## src/rtl/i2c_dac_cmd_rx.sv

```systemverilog
module i2c_dac_cmd_rx #(
  parameter logic [4:0] ADDR_PREFIX = 5'b10101,
  parameter int         CHAN_W      = 6,
  parameter int         DATA_W      = 14
) (
  input  logic              clk,
  input  logic              rst,
  input  logic              scl_i,
  input  logic              sda_i,
  input  logic [1:0]        addr_pin,
  output logic              sda_oe,
  output logic [CHAN_W-1:0] cmd_chan,
  output logic [1:0]        cmd_reg,
  output logic [DATA_W-1:0] cmd_data,
  output logic              cmd_valid
);
  localparam int HI_W = DATA_W - 8;
  localparam logic [1:0] S_IDLE = 2'd0, S_RX = 2'd1, S_ACK = 2'd2;

  logic [2:0] scl_p, sda_p;
  logic [1:0] st;
  logic [3:0] bitcnt;
  logic [1:0] byte_idx;
  logic [7:0] shreg, hi_q;
  logic [CHAN_W-1:0] ptr_q;

  always_ff @(posedge clk) begin
    if (rst) begin
      scl_p <= '1;
      sda_p <= '1;
    end else begin
      scl_p <= {scl_p[1:0], scl_i};
      sda_p <= {sda_p[1:0], sda_i};
    end
  end

  wire scl_now  = scl_p[1];
  wire scl_old  = scl_p[2];
  wire sda_now  = sda_p[1];
  wire sda_old  = sda_p[2];
  wire scl_rise = scl_now & ~scl_old;
  wire scl_fall = ~scl_now & scl_old;
  wire start_c  = scl_now & scl_old & sda_old & ~sda_now;
  wire stop_c   = scl_now & scl_old & ~sda_old & sda_now;
  wire addr_ok  = (shreg == {ADDR_PREFIX, addr_pin, 1'b0});

  always_ff @(posedge clk) begin
    cmd_valid <= 1'b0;
    if (rst) begin
      st       <= S_IDLE;
      sda_oe   <= 1'b0;
      bitcnt   <= '0;
      byte_idx <= '0;
      shreg    <= '0;
      hi_q     <= '0;
      ptr_q    <= '0;
      cmd_chan <= '0;
      cmd_reg  <= '0;
      cmd_data <= '0;
    end else if (stop_c) begin
      st     <= S_IDLE;
      sda_oe <= 1'b0;
    end else if (start_c) begin
      st       <= S_RX;
      sda_oe   <= 1'b0;
      bitcnt   <= '0;
      byte_idx <= '0;
    end else begin
      case (st)
        S_RX: begin
          if (scl_rise && bitcnt < 4'd8) begin
            shreg  <= {shreg[6:0], sda_now};
            bitcnt <= bitcnt + 4'd1;
          end else if (scl_fall && bitcnt == 4'd8) begin
            if (byte_idx != 2'd0 || addr_ok) begin
              sda_oe <= 1'b1;
              st     <= S_ACK;
              if (byte_idx == 2'd1) ptr_q <= shreg[CHAN_W-1:0];
              if (byte_idx == 2'd2) hi_q  <= shreg;
            end else begin
              st <= S_IDLE;
            end
          end
        end
        S_ACK: begin
          if (scl_fall) begin
            sda_oe <= 1'b0;
            bitcnt <= '0;
            if (byte_idx == 2'd3) begin
              cmd_valid <= 1'b1;
              cmd_chan  <= ptr_q;
              cmd_reg   <= hi_q[7:6];
              cmd_data  <= {hi_q[HI_W-1:0], shreg};
              st        <= S_IDLE;
            end else begin
              byte_idx <= byte_idx + 2'd1;
              st       <= S_RX;
            end
          end
        end
        default: st <= S_IDLE;
      endcase
    end
  end
endmodule

```

## config.mk

```make
export PLATFORM = sky130hd
export DESIGN_NAME = i2c_dac_cmd_rx
export DESIGN_NICKNAME = d
export VERILOG_FILES = /design/src/rtl/i2c_dac_cmd_rx.sv
export SDC_FILE = /design/constraint.sdc
export NUM_CORES = 1
export LEC_CHECK = 0
export ABC_CLOCK_PERIOD_IN_PS = 1900
export BUFFER_PORTS_ARGS = -buffer_cell sky130_fd_sc_hd__buf_2
export CAP_MARGIN = 25
export CORE_MARGIN = 2
export CORE_UTILIZATION = 40
export DETAILED_ROUTE_END_ITERATION = 7
export GPL_ROUTABILITY_DRIVEN = 1
export HOLD_SLACK_MARGIN = 0.06
export SYNTH_ARGS = -nofsm -noshare
export SYNTH_HDL_FRONTEND = slang
export SYNTH_SLANG_ARGS = --single-unit
```

## constraint.sdc

```tcl
create_clock -name clk -period 1.9 [get_ports clk]
set_input_delay 0.095 -clock clk [delete_from_list [all_inputs] [get_ports clk]]
set_output_delay 0.095 -clock clk [all_outputs]
set_load 0.1 [all_outputs]
```

# Word level (Yosys, flattened, before mapping)
# Index checks and enable logic that the tools add are counted.
# totals
ff_bits,60
in_bits,6
output_inout_bits,24
elab_cells,90
# classes
addsub,2
order_cmp,1
eq_ne,16
mux,21
n_bitwise,16
reduce_logical,20
# op_table
cell,count
2-to-1 mux 2 bit,8
AND reduction 7 bit,2
2-to-1 mux 4 bit,3
"inequality test 3 bit, second input constant",4
AND reduction 4 bit,3
"inequality test 2 bit, second input constant",5
AND reduction 5 bit,2
inverter 1 bit,9
== test 8 bit,1
one-hot mux 4 bit (2 select lines),1
nonzero test 2 bit,4
AND 1 bit,7
2-to-1 mux 1 bit,7
"== test 2 bit, second input constant",3
AND reduction 3 bit,2
OR reduction 5 bit,1
"adder 4 x 1 -> 4 bit, second input constant",1
"== test 2 x 1 -> 1 bit, second input constant",2
"== test 4 bit, second input constant",1
"< comparator 4 bit, second input constant",1
one-hot mux 2 bit (2 select lines),1
nonzero test 3 bit,1
OR reduction 3 bit,1
"adder 2 x 1 -> 2 bit, second input constant",1
other kinds (4),5

# Longest topological paths before layout
# Gate-level depths: netlist (run 1).
# logic_depth
ltp_word,7
mapped_depth,8
ltp_nobuf,6

# Worst setup path after synthesis (run 1)
# Ideal clock, no wire load.
# synth_timing
path_kind,register -> register
start,register st[1]
end,register bitcnt[2]
setup_ps,70
arrival_ps,1533
required_ps,1830
path_slack_ps,297
stages_incl_launch_ff,8
path_buffers,1
synth_period_minus_slack_ps,1603
cell_sequence,dfxtp_1 > inv_1 > ha_1 > buf_4 > nand4bb_1 > o211a_4 > or3_1 > a21oi_1
# synth_via
elab_chain_cells,3
elab_cells_between_ends,8
cone_classes,4 x eq/ne; 2 x mux; 2 x reduce/logical
# synth_lines
element,line_no,text
start: declaration,21,logic [1:0] st;
start signal: assignment,50,st <= S_IDLE;
start signal: assignment,61,st <= S_IDLE;
start signal: assignment,64,st <= S_RX;
== test 2 x 1 -> 1 bit / == test 2 bit (equally long branches),69,case (st)
inequality test 3 bit (no source line) (tied with other cells),-,
AND reduction 4 bit (no source line) / 2-to-1 mux 4 bit (equally long branches),-,
end signal: assignment,73,bitcnt <= bitcnt + 4'd1;
end: declaration,22,logic [3:0] bitcnt;
# Several ways; a longest one is shown, not always the timed one.
# A chain may end at the register's enable or synchronous reset.

# Worst setup path after layout (run 1)
# Same ends and word-level chain as after synthesis.

==> metrics.md, run 1 <==
| Metric | Value |
|---|---|
| Number of setup buffers added after CTS | 0 |
| Clock latency at the later pin of the worst-skew pair | approximately 0.33 ns |
| Power density over the cells | 893 nW/um2 |
| First-pass GRT wire length | 7.78 mm |
| Flip-flop count of the largest register, all copies and words added | 14 |
| Remaining global-route overflow | 0 |
| Final Max Slew Viols | 0 |
| Most area-consuming cells after synthesis | sky130_fd_sc_hd__dfxtp_1 50%, sky130_fd_sc_hd__nand2_1 9.8%, sky130_fd_sc_hd__a21oi_1 6.9% |
| Worst vdd rail ir drop | 678 uV |
| Gate count of the mapped netlist | around 270 |
| Cell taking the most area after synthesis | sky130_fd_sc_hd__dfxtp_1 |
| Setup repair after global routing missed its margin | no |
| RD Place Congestion | slightly below 0.8 |
| Slew HR | 67.6% |
| Final hold viol count | 0 |
| Die height | 81.6 um |
| Number of DRC markers after the initial detailed-route iteration | 70 |
| Proportion of register bits with asynchronous set or reset after synthesis | 0% |
| Post-synthesis cell area | 2410 um2 |
| Cell area after layout | 2900 um2 |
| Post-synth net total | 282 |
| Number of buffers added on ports | 29 |
| Nets | roughly 320 |
| Uppermost routed layer | met4 |
| Sum of negative setup slack | 0 ns |
| Largest register by flop count | cmd_data |
| Worst Skew | 0.00544 ns |
| CP max stage delay | 0.36 ns |
| DR vias | 1852 |
| Pin count of the biggest net entering global routing | 24 |
| Effective utilization at floorplan | around two fifths |
| Vias per cell | 4.81 |
| Antenna Diode Count | 0 |
| Slowest CP cell | sky130_fd_sc_hd__dfxtp_1 |
| H-tree level count | 3 |
| Wire length per cell after detailed routing | 12.2 um |
| Routed met3 length | 204 um |
| Number of cells upsized or downsized after cts | 0 |
| Result of the run | finished clean |
| Achievable frequency | 573 MHz |
| Synth top cells by count | 63 x sky130_fd_sc_hd__nand2_1, 60 x sky130_fd_sc_hd__dfxtp_1, 33 x sky130_fd_sc_hd__a21oi_1 |
| Remaining number of nets flagged by the antenna check after routing | 0 |
| Clock root buffer | sky130_fd_sc_hd__clkbuf_8 |
| Final-layout worst hold slack | 0.0775 ns |
| Vias in the first global route | ~1600 |
| TritonCTS buffer count | 9 |
| CP Capture Type | flip-flop |
| Area share of the largest cell type after synthesis | 49.9% |
| Floorplan die width | 81.6 um |
| Post-Synthesis Mean Instance Area | 8.99 um2 |
| Clock transition at the register clock pins on the worst setup and hold paths after CTS | ~0.07 ns |
| Layout overhead on the synthesized area | 20.4% |
| Synth Flop Type | sky130_fd_sc_hd__dfxtp_1 |
| Fraction of layout cells with a size suffix above 1 | 21.9% |
| Category of the worst setup path launch point | flip-flop |
| Number of buffers between clock root and the deepest sink | 2 |
| Distinct cell type count of the synthesized netlist | 38 |
| Area post-placement | 2660 um2 |
| Number of flops mapped to enable cells by yosys | 0 |
| Power Total | 2.59 mW |
| Worst EP arrival | 2.01 ns |
| TritonCTS clock tree | done |
| Floorplan die area | 6660 um2 |
| Critical-path cell list | inv_1 > ha_1 > nand4bb_1 > o211a_4 > or3_1 > a21oi_1 |
| Total length of routed wires | around 4.7 mm |
| Leakage dissipation | 1.23 nW |
| M1 WL | about 2.3 mm |
| Yosys warnings | 0 |
| Util after Layout | between 40% and 50% |
| Largest regs | cmd_data x14, hi_q x8, shreg x8 |
| Number of antenna violations at the first check in global routing | 0 |
| Required time of the critical path | 2.16 ns |
| Combined global-route utilization of all metal layers | around 16% |
| DP Wirelength | approximately 3.2 mm |
| Final period demand of the worst path | 1.75 ns |
| Detailed Routing Iterations Pass 1 | 4 |
| Largest driver fanout on the critical path | 8 |
| Count of boundary I/O pins | 30 |
| Number of synthesized register bits | 60 |
| Max-capacitance violation count | 0 |
| Fraction of the cycle the final worst path needs | 91.9% |
| Row Count | 28 |
| Number of remaining DRC errors | 0 |
| Category of the most critical setup path | flip-flop to flip-flop |
| Worst hold-check path type | input port to flip-flop |
| Post-synthesis sequential area ratio | 49.9% |
| Core region area | just under 6000 um2 |
| Met2 wire length | around 2.1 mm |
| Transition at the pin with the smallest max-transition slack | 0.490 ns |
| Top-count cell post-synth | sky130_fd_sc_hd__nand2_1 |
| Clk sink count | 60 |
| Final count of negative-setup-slack endpoints | 0 |
-- kinds of logic (layout without fill, tap and decap cells) --
group                      after synthesis  count (layout)  synth area share [%]
AOI/OAI and AO/OA                       42              42                  10.2
DFF                                     60              60                  49.9
buffers and inverters                   24              66                  4.42
xor gates and xnor gates                 4               4                  1.45
and+or+nand+nor                        112             112                  22.3
muxes                                   18              18                  7.58
adders and majority gates                8               8                  4.16
-- per-stage QoR --
step,setup WS (ns),std cells
3_5_place_dp,0.200,367
4_1_cts,0.182,385
6_report,0.153,385
2_1_floorplan,0.297,268
5_1_grt,0.0352,385
3_3_place_gp,0.267,367
-- where the power goes --
part	internal [mW]	switching, mW	total (mW)
logic	0.0268	0.0378	0.0646
registers	1.26	0.00631	1.27
clock network	0.768	0.485	1.25
total	2.06	0.529	2.59
-- what timing repair did --
item / CTS / global route
hold buffers: 2 / 0
hold endpoints to repair: 2 / 0
endpoints found under the setup margin: 0 / 0
-- cell type report --
cell class	instances	area, um2
multi-input cells	184	1100
flip-flops and latches	60	1200
well taps	75	93.8
clock buffers	11	141
fillers	569	2990
clock inverters	5	75.1
inverters	9	33.8
repair buffers	41	253
-- per-layer routing --
metal	up-vias	track usage [%]
met2	43	23.7
met1	837	20.5
met3	7	4.95
met5	-	0
li1	965	-
met4	0	6.50
-- placed cells by master (no fill, tap or decap), types with 6 or more instances in the layout --
master	count
sky130_fd_sc_hd__dfxtp_1	60
sky130_fd_sc_hd__inv_1	9
sky130_fd_sc_hd__clkbuf_8	10
sky130_fd_sc_hd__mux2i_1	16
sky130_fd_sc_hd__a21oi_1	33
sky130_fd_sc_hd__ha_1	8
sky130_fd_sc_hd__nand2_1	63
sky130_fd_sc_hd__or2_2	6
sky130_fd_sc_hd__nor2_1	22
sky130_fd_sc_hd__buf_4	9
sky130_fd_sc_hd__buf_2	29
-- worst max-delay path, delay by kind of cell (launching register included) --
family	cells	cell delay, ns
DFF	1	0.36
adders and majority gates	1	0.28
buffers and inverters	1	0.05
and+or+nand+nor	2	0.63
AOI/OAI and AO/OA	2	0.36
-- path summary, 6_finish.rpt --
| path | start | to | slack (ns) | depth (start not counted) |
|---|---|---|---|---|
| min reg2reg | sda_p[0] | sda_p[1] | 0.41 | 1 |
| max reg2reg | st[1] | bitcnt[2] | 0.15 | 6 |
| min | rst | cmd_data[1] | 0.08 | 2 |
| max | st[1] | bitcnt[2] | 0.15 | 6 |
(Power assumes the default switching activity.)
==> inputs of run 2 (changes only) <==
--- a/config.mk
+++ b/config.mk
@@ -6,7 +6,7 @@
 export NUM_CORES = 1
 export LEC_CHECK = 0
 export ABC_CLOCK_PERIOD_IN_PS = 1900
-export BUFFER_PORTS_ARGS = -buffer_cell sky130_fd_sc_hd__buf_2
+export BUFFER_PORTS_ARGS = -buffer_cell sky130_fd_sc_hd__clkbuf_2
 export CAP_MARGIN = 25
 export CORE_MARGIN = 2
 export CORE_UTILIZATION = 40
==> run 2 against run 1 <==
- sequential power hardly changed
- global-route usage hardly changed
- first-iteration DRC count fell by 20%
- non-clock buffer count up 1
- clock skew is 0.0053 ns higher
- design area down 1.1%
- clock-buffer cell count fell by 1
==> metrics.md, run 2 (synthesized netlist as in run 1, its figures left out) <==
| Metric | Value |
|---|---|
| Final period demand of the worst path | 1.73 ns (-0.0132 ns) |
| Wire length per cell after detailed routing | 12.2 um (-0.40%) |
| Nets | 320 (+0.31%) |
| Core region area | 5890 um2 (unchanged) |
| H-tree level count | 3 (unchanged) |
| Worst Hold Depth | 2 (unchanged) |
| Combined global-route utilization of all metal layers | 15.6% (about the same) |
| Vias per cell | 4.80 (-0.22%) |
| Clock latency at the later pin of the worst-skew pair | 0.34 ns (about the same) |
| Worst EP arrival | 2.01 ns (about the same) |
| Number of buffers between clock root and the deepest sink | 2 (unchanged) |
| Worst vdd rail ir drop | 563 uV (-17%) |
| Effective utilization at floorplan | 40.9% (unchanged) |
| Power Total | 2.45 mW (-5.4%) |
| TritonCTS clock tree | done |
| Number of remaining DRC errors | 0 (unchanged) |
| Number of DRC markers after the initial detailed-route iteration | 56 (-20%) |
| Global-route met1 utilization | 20.6% (+0.026 points) |
| Detailed Routing Iterations Pass 1 | 4 (unchanged) |
| Most frequent cells in the layout | 63 x sky130_fd_sc_hd__nand2_1, 60 x sky130_fd_sc_hd__dfxtp_1, 33 x sky130_fd_sc_hd__a21oi_1 |
| Worst Hold Endpoint | cmd_data[0] |
| Vias in the first global route | 1565 (-1.9%) |
| Antenna Diode Count | 0 (unchanged) |
| Worst R2R Path Depth | 6 (unchanged) |
| Floorplan die area | 6660 um2 (unchanged) |
| Power density over the cells | 854 nW/um2 (-4.4%) |
| Final Max Slew Viols | 0 (unchanged) |
| Pin count of the biggest net entering global routing | 31 (+29%) |
| Transition at the pin with the smallest max-transition slack | 0.542 ns (+0.0519 ns) |
| Floorplan die width | 81.6 um (unchanged) |
| Worst hold start | rst |
| Placed instance count | 368 (+0.27%) |
| Row Count | 28 (unchanged) |
| Met3 Usage GRT | 5.27% (+0.33 points) |
| RR Endpoint | bitcnt[2] |
| Largest regs | cmd_data x14, hi_q x8, shreg x8 |
| Number of buffers added on ports | 29 (unchanged) |
| Category of the worst setup path launch point | flip-flop |
| Number of antenna violations at the first check in global routing | 0 (unchanged) |
| Layer carrying the most global-route usage | met2 |
| Largest register by flop count | cmd_data |
| Final hold viol count | 0 (unchanged) |
| Final-layout worst hold slack | 0.0846 ns (+0.00718 ns) |
| Final count of negative-setup-slack endpoints | 0 (unchanged) |
| TritonCTS buffer count | 9 (unchanged) |
| Flip-flop count of the largest register, all copies and words added | 14 (unchanged) |
| RD Place Congestion | 0.782 (-1.1%) |
| Worst hold-check path type | input port to flip-flop |
| Fill cell instance count of the final layout | 598 (+5.1%) |
| Number of setup buffers added after CTS | 0 (unchanged) |
| Most common library cell in the layout ignoring fill and taps | sky130_fd_sc_hd__nand2_1 |
| Hold Buf Count CTS | 2 (unchanged) |
| Critical R2R Launch | st[1] |
| Remaining global-route overflow | 0 (unchanged) |
| Max-capacitance violation count | 0 (unchanged) |
| DP Wirelength | 3.25 mm (+1.0%) |
| Die height | 81.6 um (unchanged) |
| Total length of routed wires | 4.70 mm (-0.40%) |
| Setup repair after global routing missed its margin | no |
| Fraction of layout cells with a size suffix above 1 | 22.3% (+0.32 points) |
| Worst Skew | 0.0107 ns (+0.00526 ns) |
| DR vias | 1848 (-0.22%) |
| Slack of the worst reg-to-reg path | 0.17 ns (about the same) |
| Layout overhead on the synthesized area | 19.1% |
| CP Capture Type | flip-flop |
| Fraction of the cycle the final worst path needs | 91.2% (-0.70 points) |
| Category of the most critical setup path | flip-flop to flip-flop |
| Sum of negative setup slack | 0 ns (unchanged) |
| Routing usage on met2 | 22.2% (-1.5 points) |
| First-pass GRT wire length | 7.65 mm (-1.6%) |
| Clk sink count | 60 (unchanged) |
| Required time of the critical path | 2.18 ns (+0.02 ns) |
| Result of the run | finished clean |
| Remaining number of nets flagged by the antenna check after routing | 0 (unchanged) |
| Clock transition at the register clock pins on the worst setup and hold paths after CTS | 0.07 ns (about the same) |
| Largest driver fanout on the critical path | 8 (unchanged) |
| Achievable frequency | 577 MHz (+0.76%) |
| Number of cells upsized or downsized after cts | 0 (unchanged) |
| Post-layout instance count excluding filler cells | 385 (unchanged) |
| Count of boundary I/O pins | 30 (unchanged) |
| Clock root buffer | sky130_fd_sc_hd__clkbuf_8 |
| Leakage dissipation | 1.19 nW (-3.3%) |
| Slew HR | 64.0% (-3.5 points) |
run 2: through the flow:
step / setup WS [ns] / utilization [%] / cell area, um2
2_1_floorplan: 0.297 / - / 2410
3_3_place_gp: 0.250 / 45.2 / 2660
5_1_grt: 0.0371 / 48.7 / 2870
4_1_cts: 0.170 / 48.7 / 2870
6_report: 0.167 / 48.7 / 2870
3_5_place_dp: 0.173 / 45.2 / 2660
run 2: metal layers:
metal | routed length [um] | vias to the layer above
met4 | 92 | 0
met2 | 1980 | 30
li1 | - | 966
met1 | 2470 | 842
met3 | 155 | 10
met5 | 0 | -
run 2: worst max path at each step:
stage                      from   endpoint  slack (ns)  cells after the start
after global placement    st[1]  bitcnt[2]        0.25                      6
final                     st[1]  bitcnt[2]        0.17                      6
after floorplan           st[1]  bitcnt[2]        0.30                      7
after detailed placement  st[1]  bitcnt[2]        0.17                      6
after global routing      st[1]  bitcnt[2]        0.04                      6
after CTS                 st[1]  bitcnt[2]        0.17                      6
run 2: critical path: stages, from the launching register on:
cell and delay [ns]:
sky130_fd_sc_hd__dfxtp_1 0.35, sky130_fd_sc_hd__inv_1 0.05, sky130_fd_sc_hd__ha_1 0.29, sky130_fd_sc_hd__nand4bb_1 0.32, sky130_fd_sc_hd__o211a_4 0.22, sky130_fd_sc_hd__or3_1 0.31
sky130_fd_sc_hd__a21oi_1 0.14
run 2: final cells by class:
type / count / area [um2] / share of cell area (%)
tap: 75 / 93.8 / 3.27
timing repair buffer: 42 / 248 / 8.64
clock inverter: 5 / 52.6 / 1.83
multi-input combinational: 184 / 1100 / 38.4
sequential: 60 / 1200 / 41.9
clock buffer: 10 / 138 / 4.80
inverter: 9 / 33.8 / 1.18
run 2: power breakdown:
part / internal (mW) / switching, mW / total [mW]
combinational: 0.0279 / 0.0376 / 0.0655
sequential: 1.26 / 0.00589 / 1.27
clock: 0.626 / 0.486 / 1.11
==> inputs of run 3 (changes only) <==
--- a/config.mk
+++ b/config.mk
@@ -8,8 +8,7 @@
 export ABC_CLOCK_PERIOD_IN_PS = 1900
 export BUFFER_PORTS_ARGS = -buffer_cell sky130_fd_sc_hd__clkbuf_2
 export CAP_MARGIN = 25
-export CORE_MARGIN = 2
-export CORE_UTILIZATION = 40
+export CORE_UTILIZATION = 42
 export DETAILED_ROUTE_END_ITERATION = 7
 export GPL_ROUTABILITY_DRIVEN = 1
 export HOLD_SLACK_MARGIN = 0.06
==> run 3 against run 2 <==
- total power up 6.9%
- critical path type unchanged
- register-to-register slack about the same
- clock power is 16% higher
==> metrics.md, run 3 (synthesized netlist as in run 1, its figures left out) <==
| Metric | Value |
|---|---|
| Result of the run | finished clean |
| Row Count | 27 (-3.6%) |
| CP max stage delay | 0.35 ns (about the same) |
| Critical-path cell list | inv_1 > ha_1 > nand4bb_1 > o211a_4 > or3_1 > a21oi_1 |
| Die height | 77.7 um (-4.7%) |
| Top cell family by delay on the critical path | simple AND/OR/NAND/NOR gates |
| DP Wirelength | 3.06 mm (-6.0%) |
| DR vias | 1881 (+1.8%) |
| Category of the worst setup path launch point | flip-flop |
| Number of buffers added on ports | 29 (unchanged) |
| Total buffers and inverters traversed by the critical path | 1 (unchanged) |
| Leakage dissipation | 1.21 nW (+0.94%) |
| CP Capture Type | flip-flop |
| Most common library cell in the layout ignoring fill and taps | sky130_fd_sc_hd__nand2_1 |
| Setup repair after global routing missed its margin | no |
| TritonCTS clock tree | done |
| TritonCTS buffer count | 9 (unchanged) |
| First-pass GRT wire length | 7.86 mm (+2.7%) |
| Power density over the cells | 906 nW/um2 (+6.1%) |
| Largest driver fanout on the critical path | 8 (unchanged) |
| Required time of the critical path | 2.16 ns (-0.02 ns) |
| Clk sink count | 60 (unchanged) |
| Worst EP arrival | 2.00 ns (about the same) |
| Antenna Diode Count | 0 (unchanged) |
| Most frequent cells in the layout | 63 x sky130_fd_sc_hd__nand2_1, 60 x sky130_fd_sc_hd__dfxtp_1, 33 x sky130_fd_sc_hd__a21oi_1 |
| Vias per cell | 4.94 (+2.9%) |
| H-tree level count | 3 (unchanged) |
| Remaining global-route overflow | 0 (unchanged) |
| Clock latency at the later pin of the worst-skew pair | 0.34 ns (about the same) |
| RD Place Congestion | 0.762 (-2.6%) |
| Largest regs | cmd_data x14, hi_q x8, shreg x8 |
| Worst R2R Path Depth | 6 (unchanged) |
| Fraction of the cycle the final worst path needs | 91.4% (+0.20 points) |
| Layout overhead on the synthesized area | 20.0% |
| Final period demand of the worst path | 1.74 ns (+0.00380 ns) |
| Wire length per cell after detailed routing | 12.4 um (+1.5%) |
| Worst hold start | addr_pin[0] |
| Effective utilization at floorplan | 43.7% (+2.8 points) |
| Worst vdd rail ir drop | 685 uV (+22%) |
| Number of DRC markers after the initial detailed-route iteration | 82 (+46%) |
| Final hold viol count | 0 (unchanged) |
| Clock root buffer | sky130_fd_sc_hd__clkbuf_8 |
| Pin count of the biggest net entering global routing | 31 (unchanged) |
| Number of gates on the worst path with buffers counted | 6 (unchanged) |
| Worst Skew | 0.00820 ns (-0.00250 ns) |
| Category of the most critical setup path | flip-flop to flip-flop |
| Post-layout instance count excluding filler cells | 381 (-1.0%) |
| Largest register by flop count | cmd_data |
| Clock transition at the register clock pins on the worst setup and hold paths after CTS | 0.07 ns (about the same) |
| Floorplan die area | 6040 um2 (-9.3%) |
| Max-capacitance violation count | 0 (unchanged) |
| Count of boundary I/O pins | 30 (unchanged) |
| Combined global-route utilization of all metal layers | 17.4% (+1.8 points) |
| Detailed Routing Iterations Pass 1 | 4 (unchanged) |
| Fraction of layout cells with a size suffix above 1 | 22.0% (-0.25 points) |
| Placed instance count | 364 (-1.1%) |
| Worst Hold Depth | 5 (+3) |
| Launch point of the worst path | st[1] |
| Nets | 319 (-0.31%) |
| Number of setup buffers added after CTS | 0 (unchanged) |
| Number of remaining DRC errors | 0 (unchanged) |
| Number of buffers between clock root and the deepest sink | 2 (unchanged) |
| Floorplan die width | 77.7 um (-4.7%) |
| Flip-flop count of the largest register, all copies and words added | 14 (unchanged) |
| Critical R2R Launch | st[1] |
| Slew HR | 64.0% (about the same) |
| Slowest CP cell | sky130_fd_sc_hd__dfxtp_1 |
| Final count of negative-setup-slack endpoints | 0 (unchanged) |
| Achievable frequency | 576 MHz (-0.22%) |
| Remaining number of nets flagged by the antenna check after routing | 0 (unchanged) |
| Sum of negative setup slack | 0 ns (unchanged) |
| Worst hold-check path type | input port to flip-flop |
| Number of cells upsized or downsized after cts | 0 (unchanged) |
| Number of antenna violations at the first check in global routing | 0 (unchanged) |
| Final Max Slew Viols | 0 (unchanged) |
| Vias in the first global route | 1663 (+6.3%) |
| Transition at the pin with the smallest max-transition slack | 0.542 ns (+0.000608 ns) |
| Total length of routed wires | 4.72 mm (+0.47%) |
| Core region area | 5510 um2 (-6.4%) |
## run 3: cell count changes in the layout (fill, tap and decap cells not counted)
cell,delta
sky130_fd_sc_hd__clkbuf_8,+1
sky130_fd_sc_hd__bufinv_16,+1
sky130_fd_sc_hd__buf_4,-1
sky130_fd_sc_hd__clkinv_2,-2
## run 3: worst paths after layout
| path | end | slack (ns) |
|---|---|---|
| worst max register to register | bitcnt[2] | 0.16 |
| worst max-delay path | bitcnt[2] | 0.16 |
| worst min register to register | scl_p[1] | 0.41 |
| worst min-delay path | st[1] | 0.27 |
## run 3: report_power, final
| group | switching [mW] | total (mW) | internal (mW) |
|---|---|---|---|
| Combinational | 0.0363 | 0.0617 | 0.0254 |
| Sequential | 0.00624 | 1.27 | 1.26 |
| Clock | 0.486 | 1.29 | 0.800 |
## run 3: what timing repair did
action / CTS / global route
hold buffers: 2 / 0
hold endpoints to repair: 2 / 0
endpoints found under the setup margin: 0 / 0
## run 3: cell type report
cell class                      count  area [um2]
Multi-Input combinational cell    184        1100
Inverter                            9        33.8
Tap cell                           72        90.1
Clock buffer                       11         151
Sequential cell                    60        1200
Timing Repair Buffer               41         240
Fill cell                         532        2620
Clock inverter                      4        72.6
## run 3: tightest hold or removal path, delay by kind of cell
kind / cells / cell delay [ns]
XOR/XNOR: 1 / 0.06
AO/OA/AOI/OAI: 2 / 0.19
buffers and inverters: 1 / 0.09
AND/OR/NAND/NOR: 1 / 0.12
## run 3: routing by layer
layer	share of wire, %	up-vias	wire [um]	global-route usage (%)
li1	-	966	-	-
met4	2.4	0	112	11.3
met3	2.7	10	127	3.88
met5	0	-	0	0
met1	52	876	2460	22.4
met2	43	29	2020	26.2
## run 3: through the flow
step                      power [mW]  hold slack, ns  cell area [um2]  util (%)  setup WS, ns
after detailed placement        1.36           0.286             2650      48.1         0.191
final                           2.62           0.269             2890      52.5         0.163
after global placement          1.36           0.280             2650      48.1         0.232
after floorplan                 1.34           0.199             2410         -         0.297
after CTS                       2.66           0.269             2890      52.5         0.165
after global routing            2.71           0.328             2890      52.5        0.0316
